### src/rtl/strap_pkg.sv
package strap_pkg;

  typedef enum logic [1:0] {
    ST_RESET,
    ST_COUNT,
    ST_HALT,
    ST_RUN
  } ctlState_t;

  typedef struct packed {
    logic capture;
    logic ovrWrite;
  } dpStrobe_t;

  localparam int unsigned REG_STATUS = 0;
  localparam int unsigned REG_CTRL   = 1;
  localparam int unsigned REG_CLKOVR = 2;

endpackage

### src/rtl/strap_rst_sync.sv
module strap_rst_sync #(
  parameter int unsigned STAGES = 2
) (
  input  logic clk,
  input  logic rstGlobalN,
  output logic rstSyncN,
  output logic captureEdge
);

  logic [STAGES-1:0] chain;

  always_ff @(posedge clk or negedge rstGlobalN) begin
    if (!rstGlobalN) chain <= '0;
    else             chain <= {chain[STAGES-2:0], 1'b1};
  end

  assign rstSyncN    = chain[STAGES-1];
  assign captureEdge = chain[STAGES-2] & ~chain[STAGES-1];

endmodule

### src/rtl/strap_ctrl.sv
module strap_ctrl
  import strap_pkg::*;
#(
  parameter int unsigned RELEASE_DLY = 4,
  parameter int unsigned ADDR_W      = 2
) (
  input  logic              clk,
  input  logic              rstGlobalN,
  input  logic              captureEdge,
  input  logic              strapHalt,
  input  logic              regWrEn,
  input  logic [ADDR_W-1:0] regAddr,
  input  logic              wrHaltVal,
  output dpStrobe_t         strobe,
  output logic              haltBit,
  output logic              coreRstN
);

  localparam int unsigned CNT_W = $clog2(RELEASE_DLY) + 1;

  ctlState_t        state;
  logic [CNT_W-1:0] dlyCnt;
  logic             ctrlWr;

  assign ctrlWr = regWrEn && (regAddr == ADDR_W'(REG_CTRL));

  always_comb begin
    strobe.capture  = captureEdge && (state == ST_RESET);
    strobe.ovrWrite = regWrEn && (regAddr == ADDR_W'(REG_CLKOVR)) && (state != ST_RESET);
  end

  always_ff @(posedge clk or negedge rstGlobalN) begin
    if (!rstGlobalN) begin
      state   <= ST_RESET;
      haltBit <= 1'b0;
      dlyCnt  <= '0;
    end else begin
      unique case (state)
        ST_RESET: begin
          if (captureEdge) begin
            haltBit <= strapHalt;
            dlyCnt  <= '0;
            state   <= strapHalt ? ST_HALT : ST_COUNT;
          end
        end
        ST_COUNT: begin
          if (dlyCnt == CNT_W'(RELEASE_DLY - 1)) state <= ST_RUN;
          else                                   dlyCnt <= dlyCnt + 1'b1;
        end
        ST_HALT: begin
          if (ctrlWr) begin
            haltBit <= wrHaltVal;
            if (!wrHaltVal) state <= ST_RUN;
          end
        end
        ST_RUN: ;
        default: state <= ST_RESET;
      endcase
    end
  end

  assign coreRstN = (state == ST_RUN);

endmodule

### src/rtl/strap_dpath.sv
module strap_dpath
  import strap_pkg::*;
#(
  parameter int unsigned MERGE_W = 6,
  parameter int unsigned SADDR_W = 2,
  parameter int unsigned MODE_W  = 4,
  parameter int unsigned ADDR_W  = 2,
  parameter int unsigned STAT_W  = 4 + MERGE_W + SADDR_W + MODE_W
) (
  input  logic               clk,
  input  logic               rstGlobalN,
  input  dpStrobe_t          strobe,
  input  logic               strapFreqSel,
  input  logic [1:0]         strapClkMode,
  input  logic [MERGE_W-1:0] strapMerge,
  input  logic               strapHalt,
  input  logic [SADDR_W-1:0] strapSlvAddr,
  input  logic [MODE_W-1:0]  strapSwMode,
  input  logic [ADDR_W-1:0]  regAddr,
  input  logic [1:0]         wrClkMode,
  input  logic               haltBit,
  output logic [STAT_W-1:0]  statusVec,
  output logic               effFreqSel,
  output logic [1:0]         effClkMode,
  output logic [MERGE_W-1:0] effMerge,
  output logic [SADDR_W-1:0] effSlvAddr,
  output logic [MODE_W-1:0]  effSwMode,
  output logic [STAT_W-1:0]  regRdData
);

  localparam int unsigned CLK_LSB   = 1;
  localparam int unsigned MERGE_LSB = 3;
  localparam int unsigned SADDR_LSB = MERGE_LSB + MERGE_W + 1;
  localparam int unsigned MODE_LSB  = SADDR_LSB + SADDR_W;

  logic [STAT_W-1:0] capReg;
  logic              ovrValid;
  logic [1:0]        ovrMode;

  always_ff @(posedge clk or negedge rstGlobalN) begin
    if (!rstGlobalN) begin
      capReg <= '0;
    end else if (strobe.capture) begin
      capReg <= {strapSwMode, strapSlvAddr, strapHalt, strapMerge, strapClkMode, strapFreqSel};
    end
  end

  always_ff @(posedge clk or negedge rstGlobalN) begin
    if (!rstGlobalN) begin
      ovrValid <= 1'b0;
      ovrMode  <= '0;
    end else if (strobe.ovrWrite) begin
      ovrValid <= 1'b1;
      ovrMode  <= wrClkMode;
    end
  end

  assign statusVec  = capReg;
  assign effFreqSel = capReg[0];
  assign effClkMode = ovrValid ? ovrMode : capReg[CLK_LSB +: 2];
  assign effMerge   = capReg[MERGE_LSB +: MERGE_W];
  assign effSlvAddr = capReg[SADDR_LSB +: SADDR_W];
  assign effSwMode  = capReg[MODE_LSB +: MODE_W];

  always_comb begin
    unique case (regAddr)
      ADDR_W'(REG_STATUS): regRdData = capReg;
      ADDR_W'(REG_CTRL):   regRdData = STAT_W'(haltBit);
      ADDR_W'(REG_CLKOVR): regRdData = STAT_W'(effClkMode);
      default:             regRdData = '0;
    endcase
  end

endmodule

### src/rtl/boot_strap_ctl.sv
module boot_strap_ctl
  import strap_pkg::*;
#(
  parameter int unsigned MERGE_W     = 6,
  parameter int unsigned SADDR_W     = 2,
  parameter int unsigned MODE_W      = 4,
  parameter int unsigned ADDR_W      = 2,
  parameter int unsigned RELEASE_DLY = 4,
  parameter int unsigned SYNC_STAGES = 2,
  localparam int unsigned STAT_W     = 4 + MERGE_W + SADDR_W + MODE_W
) (
  input  logic               clk,
  input  logic               rstGlobalN,
  input  logic               strapFreqSel,
  input  logic [1:0]         strapClkMode,
  input  logic [MERGE_W-1:0] strapMerge,
  input  logic               strapHalt,
  input  logic [SADDR_W-1:0] strapSlvAddr,
  input  logic [MODE_W-1:0]  strapSwMode,
  input  logic               regWrEn,
  input  logic [ADDR_W-1:0]  regAddr,
  input  logic [STAT_W-1:0]  regWrData,
  output logic [STAT_W-1:0]  regRdData,
  output logic [STAT_W-1:0]  statusVec,
  output logic               effFreqSel,
  output logic [1:0]         effClkMode,
  output logic [MERGE_W-1:0] effMerge,
  output logic [SADDR_W-1:0] effSlvAddr,
  output logic [MODE_W-1:0]  effSwMode,
  output logic               coreRstN
);

  logic      rstSyncN;
  logic      captureEdge;
  logic      haltBit;
  dpStrobe_t strobe;

  strap_rst_sync #(.STAGES(SYNC_STAGES)) uSync (
    .clk         (clk),
    .rstGlobalN  (rstGlobalN),
    .rstSyncN    (rstSyncN),
    .captureEdge (captureEdge)
  );

  strap_ctrl #(.RELEASE_DLY(RELEASE_DLY), .ADDR_W(ADDR_W)) uCtrl (
    .clk         (clk),
    .rstGlobalN  (rstGlobalN),
    .captureEdge (captureEdge && !rstSyncN),
    .strapHalt   (strapHalt),
    .regWrEn     (regWrEn),
    .regAddr     (regAddr),
    .wrHaltVal   (regWrData[0]),
    .strobe      (strobe),
    .haltBit     (haltBit),
    .coreRstN    (coreRstN)
  );

  strap_dpath #(
    .MERGE_W (MERGE_W), .SADDR_W (SADDR_W), .MODE_W (MODE_W),
    .ADDR_W  (ADDR_W),  .STAT_W  (STAT_W)
  ) uDpath (
    .clk          (clk),
    .rstGlobalN   (rstGlobalN),
    .strobe       (strobe),
    .strapFreqSel (strapFreqSel),
    .strapClkMode (strapClkMode),
    .strapMerge   (strapMerge),
    .strapHalt    (strapHalt),
    .strapSlvAddr (strapSlvAddr),
    .strapSwMode  (strapSwMode),
    .regAddr      (regAddr),
    .wrClkMode    (regWrData[1:0]),
    .haltBit      (haltBit),
    .statusVec    (statusVec),
    .effFreqSel   (effFreqSel),
    .effClkMode   (effClkMode),
    .effMerge     (effMerge),
    .effSlvAddr   (effSlvAddr),
    .effSwMode    (effSwMode),
    .regRdData    (regRdData)
  );

endmodule

### config.mk
export PLATFORM = sky130hd
export DESIGN_NAME = boot_strap_ctl
export DESIGN_NICKNAME = d
export VERILOG_FILES = /design/src/rtl/strap_pkg.sv /design/src/rtl/strap_rst_sync.sv /design/src/rtl/strap_ctrl.sv /design/src/rtl/strap_dpath.sv /design/src/rtl/boot_strap_ctl.sv
export SDC_FILE = /design/constraint.sdc
export NUM_CORES = 1
export LEC_CHECK = 0
export CAP_MARGIN = 20
export CELL_PAD_IN_SITES_DETAIL_PLACEMENT = 0
export CELL_PAD_IN_SITES_GLOBAL_PLACEMENT = 1
export CORE_MARGIN = 2
export CORE_UTILIZATION = 29
export DETAILED_ROUTE_END_ITERATION = 8
export PLACE_DENSITY = 0.88
export SLEW_MARGIN = 20
export SYNTH_ARGS = -nofsm -noshare
export SYNTH_HDL_FRONTEND = slang
export SYNTH_HIERARCHICAL = 1
export SYNTH_SLANG_ARGS = --single-unit
### constraint.sdc
create_clock -name clk -period 2 [get_ports clk]
set_input_delay 0.3 -clock clk [delete_from_list [all_inputs] [get_ports clk]]
set_output_delay 0.3 -clock clk [all_outputs]
set_load 0.02 [all_outputs]
==> run metrics <==
status=finished clean; yosys warns=6; Multi-input gate area=724 sq um; number of fill cells=513; top cells by area, synth=dfrtp_1, mux2_4, mux2_2; Cells after Synth=126; met3 Use GR=1.29%; GRT Overall Usage=11.3%; FF-to-FF setup slack=0.32 ns; crit path capture=effClkMode[1]; critical path arrival=1.59 ns; Adder-Cell Fraction of Synth Area=5.64%; multiplexer share of the synthesized area=21.7%; maximum VDD drop=247 uV; die area=5960 sq um; number of global-route vias before repair=1,134; Final period util=94.3%; dpl hpwl=2.49 mm; worst reg2reg path depth=5; met1 usage=14.1%; Post-layout nets=234; RD Place Congestion=0.669; Synth Area in Simple Gates=12.9%; Synth cell types=31; largest net degree at the start of global routing=28; main combinational cell family by area after synthesis=multiplexers; Post-route DRC=0; register area share after synthesis=43.5%; cell area after layout=2300 sq um; synthesized area=1550 sq um; final core occ=44.8%; Worst setup startpoint=uDpath/ovrValid$_DFFE_PN0P_; Crit Path Class=reg2out; area leader, netlist=dfrtp_1; clk buf depth=2; drt wl/cell=12.6 microns; Slew Viols, Final=0; PD cells=446 nW/um^2; Pleak=1.06 nW; f_max=530 MHz; Yosys reg bits=27; RSZ-0062 raised after global routing=false; Seq. cell area=676 sq um; Req. time, crit path=1.70 ns; final setup fails=0; met2 Usage GRT=20.0%; core region area=5140 sq um; Root Driver=clkbuf_8; drt total wl=3.26 mm; Clock Skew=0.00329 ns; die height=77.2 microns; DIE WIDTH=77.2 microns; worst min-delay path class=in2async; CP endpoint kind=output port; clock slew at reported path FFs=0.10 ns; I/O pin count=85; global-route wire length before repair=5.44 mm; Post-Synth XOR/XNOR Area=0%; CTS Buf Count=3; crit path time final=1.89 ns; # H-tree levels=1; Syn-to-layout area delta=48.1%; initial antenna violation count=0; Iteration-0 DRC Markers=35; CP Launch Type=flop; Avg Cell Area, Syn=12.3 sq um; global route total overflow=0; crit-path max FO=3; Vias=1,100; grt peak-use layer=met2; drt first pass iters=4; Mapped Nets=170; Row Count=26; initial core utilization=30.2%; worst-skew pair later-pin latency=0.27 ns; R2R Path End=uDpath/statusVec[14]$_DFFE_PN0P_; post-synth top area share=43.5%; post-CTS setup buffer count=0; Synth Area in Compound Gates=6.12%; Routed Antenna Nets=0; Via-to-Cell Ratio=4.25; Max Cap Viol=0; layout cells sized above 1=21.2%; Final Hold Viols=0; # diodes=0; I/O Buffers=70; placed inst area=2270 sq um; CTS Sinks=27; worst r2r src=uCtrl/state[0]$_DFFE_PN0P_; Power Total=1.03 mW; CTS tree=yes
[synthesized netlist by cell type]
| cell type | count |
|---|---|
| dfrtp_1 | 27 |
| and2_1 | 14 |
| buf_4 | 13 |
| mux2_4 | 11 |
| mux2_2 | 10 |
| ha_1 | 7 |
| mux2i_1 | 6 |
| nor2_1 | 5 |
| a22o_1 | 4 |
| inv_1 | 4 |
| a21oi_1 | 2 |
| nor2_2 | 2 |
| nor2b_4 | 2 |
| o21ai_0 | 2 |
| a211oi_1 | 1 |
| a22oi_1 | 1 |
| and2_2 | 1 |
| and2b_4 | 1 |
| and4bb_2 | 1 |
| buf_12 | 1 |
| buf_2 | 1 |
| buf_6 | 1 |
| clkbuf_2 | 1 |
| conb_1 | 1 |
| nand2_1 | 1 |
| nand3b_1 | 1 |
| nor2b_1 | 1 |
| o21bai_1 | 1 |
| o22ai_1 | 1 |
| o311a_2 | 1 |
| or2_2 | 1 |
[power by group]
part / internal (mW) / switching [mW]
registers: 0.556 / 0.00603
clock network: 0.141 / 0.178
logic: 0.0877 / 0.0584
total: 0.785 / 0.242
[worst min-delay path by stage]
| stage | to | startpoint | depth (start not counted) |
|---|---|---|---|
| floorplan | uCtrl/dlyCnt[0]$_DFFE_PN0P_ | rstGlobalN | 0 |
| finish | uCtrl/state[0]$_DFFE_PN0P_ | rstGlobalN | 2 |
| global route | uCtrl/state[0]$_DFFE_PN0P_ | rstGlobalN | 2 |
| CTS | uSync/chain[1]$_DFF_PN0_ | uSync/chain[0]$_DFF_PN0_ | 0 |
| detailed placement | uSync/chain[1]$_DFF_PN0_ | uSync/chain[0]$_DFF_PN0_ | 0 |
| global placement | uSync/chain[1]$_DFF_PN0_ | uSync/chain[0]$_DFF_PN0_ | 0 |
[kinds of logic (layout without fill, tap and decap cells)]
| logic type | after synthesis | count (layout) |
|---|---|---|
| buf+inv | 21 | 84 |
| mux | 27 | 27 |
| simple gates | 30 | 30 |
| compound gates | 13 | 13 |
| flops | 27 | 27 |
| other cells | 1 | 1 |
| fa+ha+maj | 7 | 7 |
[state kept, by name, summed over array words and instances (netlist names)]
register and cells:
uDpath/statusVec 16, uCtrl/dlyCnt 3, uCtrl/state 2, uDpath/ovrMode 2, uSync/chain 2, uCtrl/haltBit 1
uDpath/ovrValid 1
[metrics by stage]
step / TNS, ns / setup slack [ns] / hold slack [ns] / instances
after floorplan: 0 / 0.446 / 0.00441 / 126
after global placement: -1.42 / -0.112 / 0.358 / 255
after detailed placement: -1.56 / -0.132 / 0.373 / 255
after CTS: 0 / 0.106 / 0.390 / 259
after global routing: 0 / 0.0542 / 0.408 / 259
final: 0 / 0.115 / 0.382 / 259
[critical path, cell delays in order (launching register included)]
cell             delay (ns)
dfrtp_1                0.40
mux2_2                 0.37
clkdlybuf4s50_1        0.54
[final cells by class]
type,count,area share (%)
tap,70,3.80
timing repair buffer,76,32.6
clock buffer,3,1.79
clock inverter,1,0.326
inverter,4,0.652
multi-input combinational,78,31.5
sequential,27,29.3
[layer usage]
metal	part of all wire (%)	routed length, microns
met1	44	1430
met3	3.7	119
met2	51	1680
met5	0	0
met4	1.0	34
[cells in the final DEF (no fill, tap or decap), types with 2 or more instances in the layout]
master,count
dfrtp_1,27
a21oi_1,2
and2_1,14
buf_12,2
clkbuf_8,3
mux2_2,10
mux2i_1,6
buf_4,4
nor2_1,5
o21ai_0,2
mux2_4,11
inv_1,4
ha_1,7
dlygate4sd2_1,16
clkdlybuf4s50_1,54
nor2b_4,2
a22o_1,4
nor2_2,2
[repair_timing]
item / CTS / global route
hold buffers: 0 / 0
setup endpoints to repair: 16 / 0
gates resized for setup: 16 / 0
endpoints found under the hold margin: 0 / 0
No activity file was read; power rests on OpenSTA's default activity.
